**src/rtl/ppgen_pkg.sv**
```systemverilog
package ppgen_pkg;

  localparam int DIGIT_W = 4;

  // Strobes from the recoder to the datapath.
  // upSel : one-hot upper term  [0]=zero, [1]=5X, [2]=10X
  // loSel : one-hot lower magnitude [0]=zero, [1]=X, [2]=2X
  // loNeg : lower term is subtracted
  typedef struct packed {
    logic [2:0] upSel;
    logic [2:0] loSel;
    logic       loNeg;
  } ppCtrl_t;

endpackage

```
**src/rtl/ppgen_recode.sv**
```systemverilog
module ppgen_recode
  import ppgen_pkg::*;
(
  input  logic [DIGIT_W-1:0] digit,
  output ppCtrl_t            ctrl
);

  always_comb begin
    ctrl = '0;
    case (digit)
      4'd0: begin ctrl.upSel = 3'b001; ctrl.loSel = 3'b001; end
      4'd1: begin ctrl.upSel = 3'b001; ctrl.loSel = 3'b010; end
      4'd2: begin ctrl.upSel = 3'b001; ctrl.loSel = 3'b100; end
      4'd3: begin ctrl.upSel = 3'b010; ctrl.loSel = 3'b100; ctrl.loNeg = 1'b1; end
      4'd4: begin ctrl.upSel = 3'b010; ctrl.loSel = 3'b010; ctrl.loNeg = 1'b1; end
      4'd5: begin ctrl.upSel = 3'b010; ctrl.loSel = 3'b001; end
      4'd6: begin ctrl.upSel = 3'b010; ctrl.loSel = 3'b010; end
      4'd7: begin ctrl.upSel = 3'b010; ctrl.loSel = 3'b100; end
      4'd8: begin ctrl.upSel = 3'b100; ctrl.loSel = 3'b100; ctrl.loNeg = 1'b1; end
      4'd9: begin ctrl.upSel = 3'b100; ctrl.loSel = 3'b010; ctrl.loNeg = 1'b1; end
      default: begin ctrl.upSel = 3'b001; ctrl.loSel = 3'b001; end
    endcase
  end

endmodule

```
**src/rtl/ppgen_datapath.sv**
```systemverilog
module ppgen_datapath
  import ppgen_pkg::*;
#(
  parameter int DIGITS = 8
) (
  input  logic                           clk,
  input  logic                           rstN,
  input  logic [DIGIT_W*DIGITS-1:0]      multiplicand,
  input  ppCtrl_t                        ctrl,
  output logic [DIGIT_W*(DIGITS+2)-1:0]  product
);

  localparam int W  = DIGITS + 2;
  localparam int BW = DIGIT_W * W;

  logic [BW-1:0] xWide, x2, x5, x10;
  logic [BW-1:0] upTerm, loMag, loTerm, sumVal;
  logic [W:0]    dblCy;
  logic [W:0]    addCy;

  assign xWide    = {{(2*DIGIT_W){1'b0}}, multiplicand};
  assign x10      = {xWide[BW-DIGIT_W-1:0], {DIGIT_W{1'b0}}};
  assign dblCy[0] = 1'b0;
  assign addCy[0] = ctrl.loNeg;

  for (genvar i = 0; i < W; i++) begin : gDigit
    logic [3:0] curDig, dblLow, halfLow, prevHalf;
    logic [4:0] addRaw;
    logic       addBig;

    assign curDig = xWide[DIGIT_W*i +: DIGIT_W];

    // doubling: even low part plus incoming carry, never re-carries
    assign dblLow       = (curDig >= 4'd5) ? 4'((curDig << 1) - 4'd10) : 4'(curDig << 1);
    assign dblCy[i+1]   = (curDig >= 4'd5);
    assign x2[DIGIT_W*i +: DIGIT_W] = dblLow | {3'b000, dblCy[i]};

    // quintupling: five for an odd digit plus half the digit below
    if (i == 0) begin : gFirst
      assign prevHalf = 4'd0;
    end else begin : gRest
      assign prevHalf = {1'b0, xWide[DIGIT_W*(i-1)+1 +: 3]};
    end
    assign halfLow = curDig[0] ? 4'd5 : 4'd0;
    assign x5[DIGIT_W*i +: DIGIT_W] = halfLow + prevHalf;

    // conditional nine's complement of the lower magnitude
    assign loTerm[DIGIT_W*i +: DIGIT_W] =
      ctrl.loNeg ? 4'(4'd9 - loMag[DIGIT_W*i +: DIGIT_W]) : loMag[DIGIT_W*i +: DIGIT_W];

    // decimal digit adder in the ripple chain
    assign addRaw = {1'b0, upTerm[DIGIT_W*i +: DIGIT_W]}
                  + {1'b0, loTerm[DIGIT_W*i +: DIGIT_W]}
                  + {4'b0000, addCy[i]};
    assign addBig     = (addRaw > 5'd9);
    assign addCy[i+1] = addBig;
    assign sumVal[DIGIT_W*i +: DIGIT_W] = addBig ? 4'(addRaw - 5'd10) : addRaw[3:0];
  end

  assign upTerm = ({BW{ctrl.upSel[1]}} & x5) | ({BW{ctrl.upSel[2]}} & x10);
  assign loMag  = ({BW{ctrl.loSel[1]}} & xWide) | ({BW{ctrl.loSel[2]}} & x2);

  always_ff @(posedge clk or negedge rstN) begin
    if (!rstN) product <= '0;
    else       product <= sumVal;
  end

endmodule

```
**src/rtl/decimal_pp_gen.sv**
```systemverilog
module decimal_pp_gen #(
  parameter int DIGITS = 8
) (
  input  logic                    clk,
  input  logic                    rstN,
  input  logic [4*DIGITS-1:0]     multiplicand,
  input  logic [3:0]              digit,
  output logic [4*(DIGITS+2)-1:0] product
);

  ppgen_pkg::ppCtrl_t ctrl;

  ppgen_recode u_recode (
    .digit (digit),
    .ctrl  (ctrl)
  );

  ppgen_datapath #(.DIGITS(DIGITS)) u_datapath (
    .clk          (clk),
    .rstN         (rstN),
    .multiplicand (multiplicand),
    .ctrl         (ctrl),
    .product      (product)
  );

endmodule

```
**config.mk**
```make
export PLATFORM = sky130hd
export DESIGN_NAME = decimal_pp_gen
export DESIGN_NICKNAME = d
export VERILOG_FILES = /design/src/rtl/ppgen_pkg.sv /design/src/rtl/ppgen_recode.sv /design/src/rtl/ppgen_datapath.sv /design/src/rtl/decimal_pp_gen.sv
export SDC_FILE = /design/constraint.sdc
export NUM_CORES = 1
export LEC_CHECK = 0
export ABC_AREA = 0
export BUFFER_PORTS_ARGS = -buffer_cell sky130_fd_sc_hd__buf_2
export CORE_UTILIZATION = 56
export DETAILED_ROUTE_END_ITERATION = 10
export HOLD_SLACK_MARGIN = 0.05
export PLACE_DENSITY_LB_ADDON = 0.25
export SLEW_MARGIN = 20
export SYNTH_ARGS = -nofsm -noshare
export SYNTH_HDL_FRONTEND = slang
export SYNTH_SLANG_ARGS = --single-unit
```
**constraint.sdc**
```tcl
create_clock -name clk -period 0.8 [get_ports clk]
set_input_delay 0.04 -clock clk [delete_from_list [all_inputs] [get_ports clk]]
set_output_delay 0.04 -clock clk [all_outputs]
set_load 0.02 [all_outputs]
```
==> results of run 1 <==
[cell families after synthesis]
kind of cell / after synthesis
flip-flops: 39
multiplexers: 10
other: 1
buffers and inverters: 68
XOR/XNOR: 64
AND/OR/NAND/NOR: 111
adder cells (fa/ha/maj): 104
AO/OA/AOI/OAI: 172
[synthesized netlist by cell type (7+ instances only)]
| cell type | count |
|---|---|
| sky130_fd_sc_hd__ha_1 | 89 |
| sky130_fd_sc_hd__nand2_1 | 68 |
| sky130_fd_sc_hd__xnor2_1 | 49 |
| sky130_fd_sc_hd__o21ai_0 | 48 |
| sky130_fd_sc_hd__inv_1 | 46 |
| sky130_fd_sc_hd__dfrtp_1 | 39 |
| sky130_fd_sc_hd__a21oi_1 | 24 |
| sky130_fd_sc_hd__a21o_1 | 16 |
| sky130_fd_sc_hd__fa_1 | 15 |
| sky130_fd_sc_hd__nor2_1 | 15 |
| sky130_fd_sc_hd__xor2_1 | 14 |
| sky130_fd_sc_hd__a22oi_1 | 13 |
| sky130_fd_sc_hd__a31oi_1 | 13 |
| sky130_fd_sc_hd__clkbuf_1 | 12 |
| sky130_fd_sc_hd__nand2b_1 | 11 |
| sky130_fd_sc_hd__a32oi_1 | 10 |
| sky130_fd_sc_hd__mux2i_1 | 10 |
| sky130_fd_sc_hd__o22ai_1 | 9 |
| sky130_fd_sc_hd__o31ai_1 | 7 |
[stage by stage]
| stage | TNS (ps) | area (um2) | setup slack, ps | util [%] |
|---|---|---|---|---|
| after CTS | -326590 | 7880 | -14700 | 90.7 |
| after detailed placement | -347060 | 6920 | -15460 | 79.7 |
| after global placement | -328870 | 6920 | -14660 | 79.7 |
| after floorplan | -338490 | 5280 | -15300 | - |
[timing repair]
item / in CTS
pin swaps: 20
endpoints found under the setup margin: 76
gates resized for setup: 148
setup buffers: 39
hold endpoints to repair: 39
hold buffers: 1
[layer usage]
| metal | overflow | track usage (%) |
|---|---|---|
| met1 | 0 | 71.7 |
| met2 | 11 | 89.5 |
| met3 | 0 | 54.7 |
| met4 | 10 | 65.2 |
| met5 | 0 | 19.6 |
==> flow_summary.toml, run 1 <==
[logic_synthesis]
synth_top_cell_by_area = "sky130_fd_sc_hd__ha_1"
post_syn_area_um2 = 4980
ys_async_sr_fraction_pct = 100
synth-seq-area-share_pct = 19.6
syn_inst = 569
netlist-cell-type-count = 53
dominant_combinational_cell_family_by_area_after_synthesis = "adder cells"
synth_compound_area_share_pct = 23.0
synth_enable_flop_cells = 0
netlist_top_cells_area = "sky130_fd_sc_hd__ha_1 22%, sky130_fd_sc_hd__dfrtp_1 20%, sky130_fd_sc_hd__xnor2_1 8.6%, sky130_fd_sc_hd__fa_1 6.0%, sky130_fd_sc_hd__nand2_1 5.1%"
yosysTopAreaCellShare_pct = 22.4
synth_ff_type = "sky130_fd_sc_hd__dfrtp_1"
synthAdderAreaFrac_pct = 28.4
synthesis.area_per_instance_um2 = 8.75
yosys.area_share.xor_xnor_pct = 11.4
synth_simple_gate_area_share_pct = 9.90
ys.warnings.count = 0
synth.ff_latch_count = 39
portion_of_netlist_area_occupied_by_mux_cells_pct = 2.01

[status]
status = "did not finish"
error_message = "[ERROR GRT-0232] Routing congestion too high. Check the congestion heatmap in the GUI."
failing_step = "global routing (5_1_grt)"

[clocking]
max_clock_buf_depth = 2
root_buffer = "sky130_fd_sc_hd__clkbuf_8"
cts_inserted_buffers = 5
clock_sinks = 39
htree_num_levels = 2

[place]
portBuffers = 76
detailedPlacementHpwl_mm = 10.9
gp_weighted_congestion = 0.926
dp_cells = 897

[timing]
worst_path_end_type = "register input"
crit_endpoint = "u_datapath.product[34]$_DFF_PN0_/D"

[global_routing]
grt_usage_pct = 70.8
grt_start_max_net_pins = 40
overflow = 21

[die]
boundaryPins = 78
rows = 34
die_height_um = 96.3
start_util_pct = 57.4
die_w_um = 96.3
==> run 2, diff against run 1 <==
--- a/config.mk
+++ b/config.mk
@@ -7,10 +7,9 @@
 export LEC_CHECK = 0
 export ABC_AREA = 0
 export BUFFER_PORTS_ARGS = -buffer_cell sky130_fd_sc_hd__buf_2
-export CORE_UTILIZATION = 56
+export CORE_UTILIZATION = 40
 export DETAILED_ROUTE_END_ITERATION = 10
-export HOLD_SLACK_MARGIN = 0.05
-export PLACE_DENSITY_LB_ADDON = 0.25
+export PLACE_DENSITY_LB_ADDON = 0.15
 export SLEW_MARGIN = 20
 export SYNTH_ARGS = -nofsm -noshare
 export SYNTH_HDL_FRONTEND = slang
==> flow_summary.toml, run 2 <==
[final_layout]
antenna-diode-count = 0
regMostFlops = "u_datapath.product"
nNetsFinal = 995
multi_input_comb_area_um2 = 4390
layout.cells.most_common = "sky130_fd_sc_hd__buf_4"
synthToLayoutAreaGrowth_pct = 67.8
mostFrequentLayoutCells = "201 x sky130_fd_sc_hd__buf_4, 71 x sky130_fd_sc_hd__ha_1, 63 x sky130_fd_sc_hd__nand2_1, 60 x sky130_fd_sc_hd__buf_6, 44 x sky130_fd_sc_hd__o21ai_0"
fin_area_um2 = 8360
sequential_cell_area_um2 = 976
largest_reg_flops = 39
filler_cell_count = 877
largest_regs = "u_datapath.product: 39 flops"
post_route_cells_drive_above_1_share_pct = 49.6

[clocking]
clock_sinks = 39
cts_inserted_buffers = 5
htree_num_levels = 2
cts_tree = "done"
max_clock_buf_depth = 2
clk_pin_slew_worst_paths_ps = 60
root_buffer = "sky130_fd_sc_hd__clkbuf_16"

[power]
comb_pwr_share_pct = 73.7
static-leakage-power_uw = 0.00408
cell_internal_pwr_uw = 13900
share_seq_of_total_power_pct = 14.5
ir_drop_v = 0.00139
share_clk_of_total_power_pct = 11.8
swShare_pct = 38.7
switchingPower_uw = 8790
power_per_cell_area_nw_per_um2 = 2710

[worst_setup_path]
startpoint_type = "input pin"
crit_arrival_ps = 15800
worst-endpoint-required_ps = 990
critical-path-max-stage-delay_ps = 530
crit_path_max_fanout = 4
slowest_stage = "sky130_fd_sc_hd__fa_2"
crit_type = "input pin to flip-flop"
timing.critical_path.mode_cell = "sky130_fd_sc_hd__fa_2"
setup.worst_path.end_class = "flip-flop"
crit_start = "multiplicand[1]"

[place]
portBuffers = 76
detailedPlacementHpwl_mm = 10.9
gp_weighted_congestion = 0.904
detailed_place.area_um2 = 7040

[logic_synthesis]
post-synth-top-count-cell = "sky130_fd_sc_hd__ha_1"
synthAdderAreaFrac_pct = 28.4
yosysTopAreaCellShare_pct = 22.4
netlist-cell-type-count = 53
yosys.area_share.xor_xnor_pct = 11.4
ys_async_sr_fraction_pct = 100
synth_compound_area_share_pct = 23.0
portion_of_netlist_area_occupied_by_mux_cells_pct = 2.01
synth-seq-area-share_pct = 19.6
synth_commonest_cells = "89 x sky130_fd_sc_hd__ha_1, 68 x sky130_fd_sc_hd__nand2_1, 49 x sky130_fd_sc_hd__xnor2_1, 48 x sky130_fd_sc_hd__o21ai_0, 46 x sky130_fd_sc_hd__inv_1"
netlist_top_cells_area = "sky130_fd_sc_hd__ha_1 22%, sky130_fd_sc_hd__dfrtp_1 20%, sky130_fd_sc_hd__xnor2_1 8.6%, sky130_fd_sc_hd__fa_1 6.0%, sky130_fd_sc_hd__nand2_1 5.1%"
ys.warnings.count = 0
post_syn_area_um2 = 4980
synth.ff_latch_count = 39
dominant_combinational_cell_family_by_area_after_synthesis = "adder cells"
synthesis.area_per_instance_um2 = 8.75
syn_inst = 569
synth_ff_type = "sky130_fd_sc_hd__dfrtp_1"
synth_enable_flop_cells = 0
synth_top_cell_by_area = "sky130_fd_sc_hd__ha_1"
synth_simple_gate_area_share_pct = 9.90

[global_routing]
grt_antenna_before_repair = 0
grt_start_max_net_pins = 40
overflow = 0
grt_first_pass_wirelength_mm = 24.8
vias_in_the_first_global_route = 5297
grt_usage_pct = 24.3

[timing]
finalWorstPathRequiredPeriod_ps = 15620
setup_violation_total_in_the_final_timing_report = 76
timing.hold.ws_ps = 217
final_max_slew_viol_count = 0
final_hold_viol_count = 0
finalCritPeriodShare_pct = 1950
layout_setup_ws_ps = -14820
fmaxAchievable_mhz = 64.0
setup-tns-final_ps = -331280
grt_setup_unrepaired = "true"

[job]
drv_cap = 0

[detailed_routing]
drt_pre_antenna_iters = 5
viasPerCell = 5.15
route.antenna.remaining_nets = 0
detailed_route_wire_length_mm = 15.4
drcViolationCount = 0
route.vias.total = 5263
drt-initial-drc-count = 251
wl_per_cell_um = 15.1

[die]
die_height_um = 114
die_w_um = 114
design.die.area_um2 = 12900
rows = 40
boundaryPins = 78
design.core.area_um2 = 12100
start_util_pct = 41.3

[min_path]
worst_min_delay_path_class = "input pin to flip-flop"
hold_start = "multiplicand[0]"

[status]
status = "finished with violations"
violations = "setup timing"
[run 2: stage by stage]
step | utilization [%] | std cells | total power, uW | worst slack, ps
after CTS | 66.8 | 1008 | 21100 | -14710
after global placement | 58.4 | 964 | 14200 | -14710
after floorplan | - | 570 | 10300 | -15300
after global routing | 69.3 | 1022 | 24200 | -15590
final | 69.3 | 1022 | 22700 | -14820
after detailed placement | 58.4 | 964 | 14500 | -15410
[run 2: critical path, delay by kind of cell]
kind,cells,cell delay (ps)
compound gates,28,4720
fa+ha+maj,28,8000
buf+inv,14,1090
simple gates,5,470
xor+xnor,8,1460
[run 2: worst paths after layout]
check                                          to  slack (ps)  cells after the start
max in group asynchronous  u_datapath.product[12]         340                      3
max                        u_datapath.product[34]      -14820                     83
min                         u_datapath.product[0]         220                      3
min in group asynchronous  u_datapath.product[32]         250                      3
[run 2: logic make-up (layout without fill, tap and decap cells)]
group,Yosys count,after routing
AO/OA/AOI/OAI,172,172
XOR/XNOR,64,64
adder cells (fa/ha/maj),104,104
buffers and inverters,68,352
flip-flops,39,39
multiplexers,10,10
other,1,2
AND/OR/NAND/NOR,111,111
[run 2: repair_timing]
item                       4_1_cts  5_1_grt
hold endpoints to repair        39        0
setup buffers                   41       20
pin swaps                       30       30
setup endpoints to repair       76       76
gates resized for setup        144       37
hold buffers                     1        0
[run 2: per-layer routing]
metal | GRT usage (%) | share of wire (%)
met1 | 29.2 | 42
met2 | 43.4 | 50
met3 | 4.09 | 4.2
met4 | 9.12 | 3.1
met5 | 0 | 0
[run 2: power by group through the flow]
stage | logic (uW) | clock network, uW | registers, uW
2_1_floorplan | 5970 | 0 | 4280
3_3_place_gp | 11100 | 0 | 3080
3_5_place_dp | 11500 | 0 | 3080
4_1_cts | 15100 | 2740 | 3270
5_1_grt | 18100 | 2800 | 3360
6_report | 16700 | 2680 | 3290
[run 2: layout make-up]
type	count	area share, %
sequential	39	11.7
clock inverter	2	0.719
multi-input combinational	463	52.5
clock buffer	6	1.54
timing repair buffer	297	28.8
inverter	47	2.23
tap	168	2.51
Note: power is estimated with default switching activity, not from simulation.
==> run 3, diff against run 2 <==
--- a/config.mk
+++ b/config.mk
@@ -5,8 +5,8 @@
 export SDC_FILE = /design/constraint.sdc
 export NUM_CORES = 1
 export LEC_CHECK = 0
-export ABC_AREA = 0
 export BUFFER_PORTS_ARGS = -buffer_cell sky130_fd_sc_hd__buf_2
+export CORE_ASPECT_RATIO = 0.7
 export CORE_UTILIZATION = 40
 export DETAILED_ROUTE_END_ITERATION = 10
 export PLACE_DENSITY_LB_ADDON = 0.15
==> flow_summary.toml, run 3 (synthesized netlist as in run 2, its figures left out) <==
[detailed_routing]
viasPerCell = 5.19
route.vias.total = 5192
wl_per_cell_um = 15.3
drt-initial-drc-count = 296
route.antenna.remaining_nets = 0
drt_pre_antenna_iters = 5
drcViolationCount = 0
detailed_route_wire_length_mm = 15.3

[global_routing]
grt_usage_pct = 24.6
grt_first_pass_wirelength_mm = 25.0
overflow = 0
vias_in_the_first_global_route = 5360
grt_start_max_net_pins = 40
grt_antenna_before_repair = 0

[worst_setup_path]
slowest_stage = "sky130_fd_sc_hd__fa_2"
crit_arrival_ps = 15920
worst-endpoint-required_ps = 970
crit_start = "multiplicand[1]"
timing.critical_path.mode_cell = "sky130_fd_sc_hd__fa_2"
startpoint_type = "input pin"
critical-path-max-stage-delay_ps = 530
setup.worst_path.end_class = "flip-flop"
crit_path_end = "u_datapath.product[36]"
crit_type = "input pin to flip-flop"
crit_path_max_fanout = 4

[clocking]
cts_tree = "done"
clk_pin_slew_worst_paths_ps = 60
clock_sinks = 39
root_buffer = "sky130_fd_sc_hd__clkbuf_16"
max_clock_buf_depth = 2
cts_inserted_buffers = 5
htree_num_levels = 2

[timing]
fmaxAchievable_mhz = 63.5
grt_setup_unrepaired = "true"
layout_setup_ws_ps = -14950
max_slew.worst_pin.slew_ps = 533
maxSlewHeadroom_pct = 64.1
finalCritPeriodShare_pct = 1970
setup_violation_total_in_the_final_timing_report = 76
final_max_slew_viol_count = 0
finalWorstPathRequiredPeriod_ps = 15750
final_hold_viol_count = 0
timing.hold.ws_ps = 230

[final_layout]
post_route_cells_drive_above_1_share_pct = 49.6
mostFrequentLayoutCells = "190 x sky130_fd_sc_hd__buf_4, 69 x sky130_fd_sc_hd__ha_1, 62 x sky130_fd_sc_hd__nand2_1, 62 x sky130_fd_sc_hd__buf_6, 45 x sky130_fd_sc_hd__o21ai_0"
largest_regs = "u_datapath.product: 39 flops"
layout.cells.most_common = "sky130_fd_sc_hd__buf_4"
synthToLayoutAreaGrowth_pct = 66.9
regMostFlops = "u_datapath.product"
largest_reg_flops = 39
nNetsFinal = 985
final_cell_count_no_fill = 1001
antenna-diode-count = 0

[power]
total_power_draw_uw = 22200
static-leakage-power_uw = 0.00404
ir_drop_v = 0.00188
power_per_cell_area_nw_per_um2 = 2680

[die]
design.die.area_um2 = 12900
die_height_um = 95.4
rows = 33
design.core.area_um2 = 11900
boundaryPins = 78
start_util_pct = 41.7
die_w_um = 135

[place]
portBuffers = 76
dp_cells = 949
detailedPlace.worstSlack_ps = -15410
detailedPlacementHpwl_mm = 11.0
gp_weighted_congestion = 0.902

[job]
drv_cap = 0

[status]
status = "finished with violations"
violations = "setup timing"

[min_path]
worst_min_delay_path_class = "input pin to flip-flop"
-- run 3: changes by cell type in the layout (fill, tap and decap cells not counted), moves of 3 or more --
cell,delta
sky130_fd_sc_hd__buf_4,-11
sky130_fd_sc_hd__ha_4,+4
sky130_fd_sc_hd__inv_2,+4
sky130_fd_sc_hd__inv_1,-3
-- run 3: worst min-delay path by stage --
stage                     cells after the start                     end       startpoint
after detailed placement                      2  u_datapath.product[38]             rstN
final                                         3   u_datapath.product[0]  multiplicand[0]
after global routing                          3   u_datapath.product[0]  multiplicand[0]
after CTS                                     3  u_datapath.product[38]             rstN
after floorplan                               0   u_datapath.product[0]             rstN
after global placement                        2  u_datapath.product[38]             rstN
-- run 3: report_power, final --
group	total [uW]	switching, uW	internal (uW)	leakage [uW]
clock	2430	880	1550	0.0000868
sequential	3310	413	2890	0.000474
combinational	16500	7550	8960	0.00348
-- run 3: critical path, delay by kind of cell --
| family | cells | cell delay [ps] |
|---|---|---|
| adders and majority gates | 29 | 8450 |
| AOI/OAI and AO/OA | 27 | 4590 |
| xor gates and xnor gates | 6 | 1270 |
| buffers and inverters | 14 | 1120 |
| and+or+nand+nor | 6 | 410 |
-- run 3: area by class of cell --
cell class,instances,area (um2)
repair buffers,287,2330
multi-input cells,463,4450
clock buffers,6,139
flip-flops and latches,39,976
clock inverters,2,35.0
inverters,47,186
well taps,157,196
fillers,898,3620
-- run 3: metal layers --
layer | vias up | track usage [%] | part of all wire (%)
met5 | - | 0 | 0
met4 | 0 | 5.34 | 1.0
met2 | 123 | 42.5 | 48
li1 | 2557 | - | -
met1 | 2492 | 32.6 | 47
met3 | 20 | 3.56 | 3.5
-- run 3: through the flow --
stage	utilization [%]	instance area [um2]	setup TNS, ps
2_1_floorplan	-	5280	-338490
3_5_place_dp	58.7	7000	-344830
6_report	69.7	8320	-331230
3_3_place_gp	58.7	7000	-329950
4_1_cts	67.7	8080	-327270
5_1_grt	69.7	8320	-351090
-- run 3: timing repair --
item	CTS	global route
hold buffers	1	0
pin swaps	39	24
gates resized for setup	151	50
buffers inserted	46	20
endpoints found under the setup margin	76	76
gates cloned	0	0
hold endpoints to repair	39	0
==> run 4, diff against run 3 <==
--- a/config.mk
+++ b/config.mk
@@ -13,4 +13,5 @@
 export SLEW_MARGIN = 20
 export SYNTH_ARGS = -nofsm -noshare
 export SYNTH_HDL_FRONTEND = slang
+export SYNTH_HIERARCHICAL = 1
 export SYNTH_SLANG_ARGS = --single-unit
==> flow_summary.toml, run 4 <==
[final_layout]
layout.cells.most_common = "sky130_fd_sc_hd__buf_4"
mostFrequentLayoutCells = "171 x sky130_fd_sc_hd__buf_4, 70 x sky130_fd_sc_hd__ha_1, 64 x sky130_fd_sc_hd__buf_6, 44 x sky130_fd_sc_hd__nand2_1, 39 x sky130_fd_sc_hd__dfrtp_1"
post_route_cells_drive_above_1_share_pct = 50.6
final_cell_count_no_fill = 973
regMostFlops = "u_datapath/product"
largest_reg_flops = 39
antenna-diode-count = 0
final_core_util_pct = 68.7
synthToLayoutAreaGrowth_pct = 63.2
filler_cell_count = 886
nNetsFinal = 958
largest_regs = "u_datapath/product: 39 flops"

[place]
dp_cells = 914
portBuffers = 76
detailedPlace.worstSlack_ps = -14900
detailedPlacementHpwl_mm = 9.98
gp_weighted_congestion = 0.830

[die]
start_util_pct = 42.1
design.die.area_um2 = 13100
design.core.area_um2 = 12000
die_w_um = 136
boundaryPins = 78
rows = 33
die_height_um = 96.0

[worst_setup_path]
timing.critical_path.mode_cell = "sky130_fd_sc_hd__fa_2"
worst-endpoint-required_ps = 980
setup.worst_path.end_class = "flip-flop"
crit_type = "input pin to flip-flop"
crit_path_max_fanout = 4
crit_start = "multiplicand[1]"
slowest_stage = "sky130_fd_sc_hd__fa_2"
critical-path-max-stage-delay_ps = 550
crit_arrival_ps = 15360
startpoint_type = "input pin"

[clocking]
clock_sinks = 39
root_buffer = "sky130_fd_sc_hd__clkbuf_16"
clk_pin_slew_worst_paths_ps = 70
cts_inserted_buffers = 5
max_clock_buf_depth = 2
cts_tree = "done"
htree_num_levels = 2

[power]
ir_drop_v = 0.00195
static-leakage-power_uw = 0.00418
power_per_cell_area_nw_per_um2 = 2730

[timing]
final_max_slew_viol_count = 0
finalCritPeriodShare_pct = 1900
layout_setup_ws_ps = -14390
maxSlewHeadroom_pct = 64.0
max_slew.worst_pin.slew_ps = 541
finalWorstPathRequiredPeriod_ps = 15190
fmaxAchievable_mhz = 65.9
timing.hold.ws_ps = 207
grt_setup_unrepaired = "true"
setup_violation_total_in_the_final_timing_report = 77
final_hold_viol_count = 0

[global_routing]
grt_start_max_net_pins = 40
grt_usage_pct = 22.1
overflow = 0
vias_in_the_first_global_route = 4845
grt_first_pass_wirelength_mm = 22.7
grt_antenna_before_repair = 0

[detailed_routing]
drt_pre_antenna_iters = 4
wl_per_cell_um = 14.4
route.vias.total = 4880
drt-initial-drc-count = 219
viasPerCell = 5.02
drcViolationCount = 0
detailed_route_wire_length_mm = 14.0
route.antenna.remaining_nets = 0

[job]
drv_cap = 0

[logic_synthesis]
ys.warnings.count = 6
synthesis.area_per_instance_um2 = 9.14
post_syn_area_um2 = 5050
syn_inst = 553

[min_path]
worst_min_delay_path_class = "input pin to flip-flop"
hold_start = "multiplicand[0]"

[status]
status = "finished with violations"
violations = "setup timing"
## run 4: metrics by stage
step           total power [uW]  cell area [um2]  TNS (ps)
5_1_grt                   24200             8250   -335620
2_1_floorplan             10300             5330   -329790
3_3_place_gp              14400             6920   -322860
4_1_cts                   21500             8060   -315060
6_report                  22500             8250   -316520
3_5_place_dp              14700             6920   -331970
## run 4: cell type report
class	instances	area, um2	area share (%)
flip-flops and latches	39	976	11.8
repair buffers	275	2270	27.5
multi-input cells	433	4390	53.3
clock inverters	3	43.8	0.531
inverters	61	244	2.96
clock buffers	5	125	1.52
well taps	157	196	2.38
## run 4: critical path: cells and delay by family
kind            cells  cell delay (ps)
compound gates     25             4330
xor+xnor            8             1510
fa+ha+maj          28             7860
buf+inv            18             1170
mux                 1              140
simple gates        2              280
## run 4: per-layer routing
layer / global-route usage, % / share of wire, %
met3: 3.48 / 3.0
met2: 37.7 / 48
met1: 29.5 / 48
met4: 4.91 / 1.3
met5: 0 / 0
## run 4: where the power goes
part	internal, uW	switching, uW	total, uW	leakage (uW)
Sequential	2910	414	3330	0.000474
Combinational	9450	7360	16800	0.00363
Clock	1470	875	2350	0.0000838
## run 4: worst paths after layout
kind                                     endpoint  slack (ps)  depth (start not counted)
worst max-delay path       u_datapath/product[36]      -14390                         82
worst min-delay path        u_datapath/product[0]         210                          5
max in group asynchronous  u_datapath/product[11]         340                          3
min in group asynchronous  u_datapath/product[35]         250                          3
## run 4: repair_timing
action | in CTS | in global routing
hold buffers | 1 | 0
pin swaps | 33 | 21
setup buffers | 42 | 17
setup endpoints to repair | 77 | 77
resized for setup | 167 | 27
endpoints found under the hold margin | 39 | 0
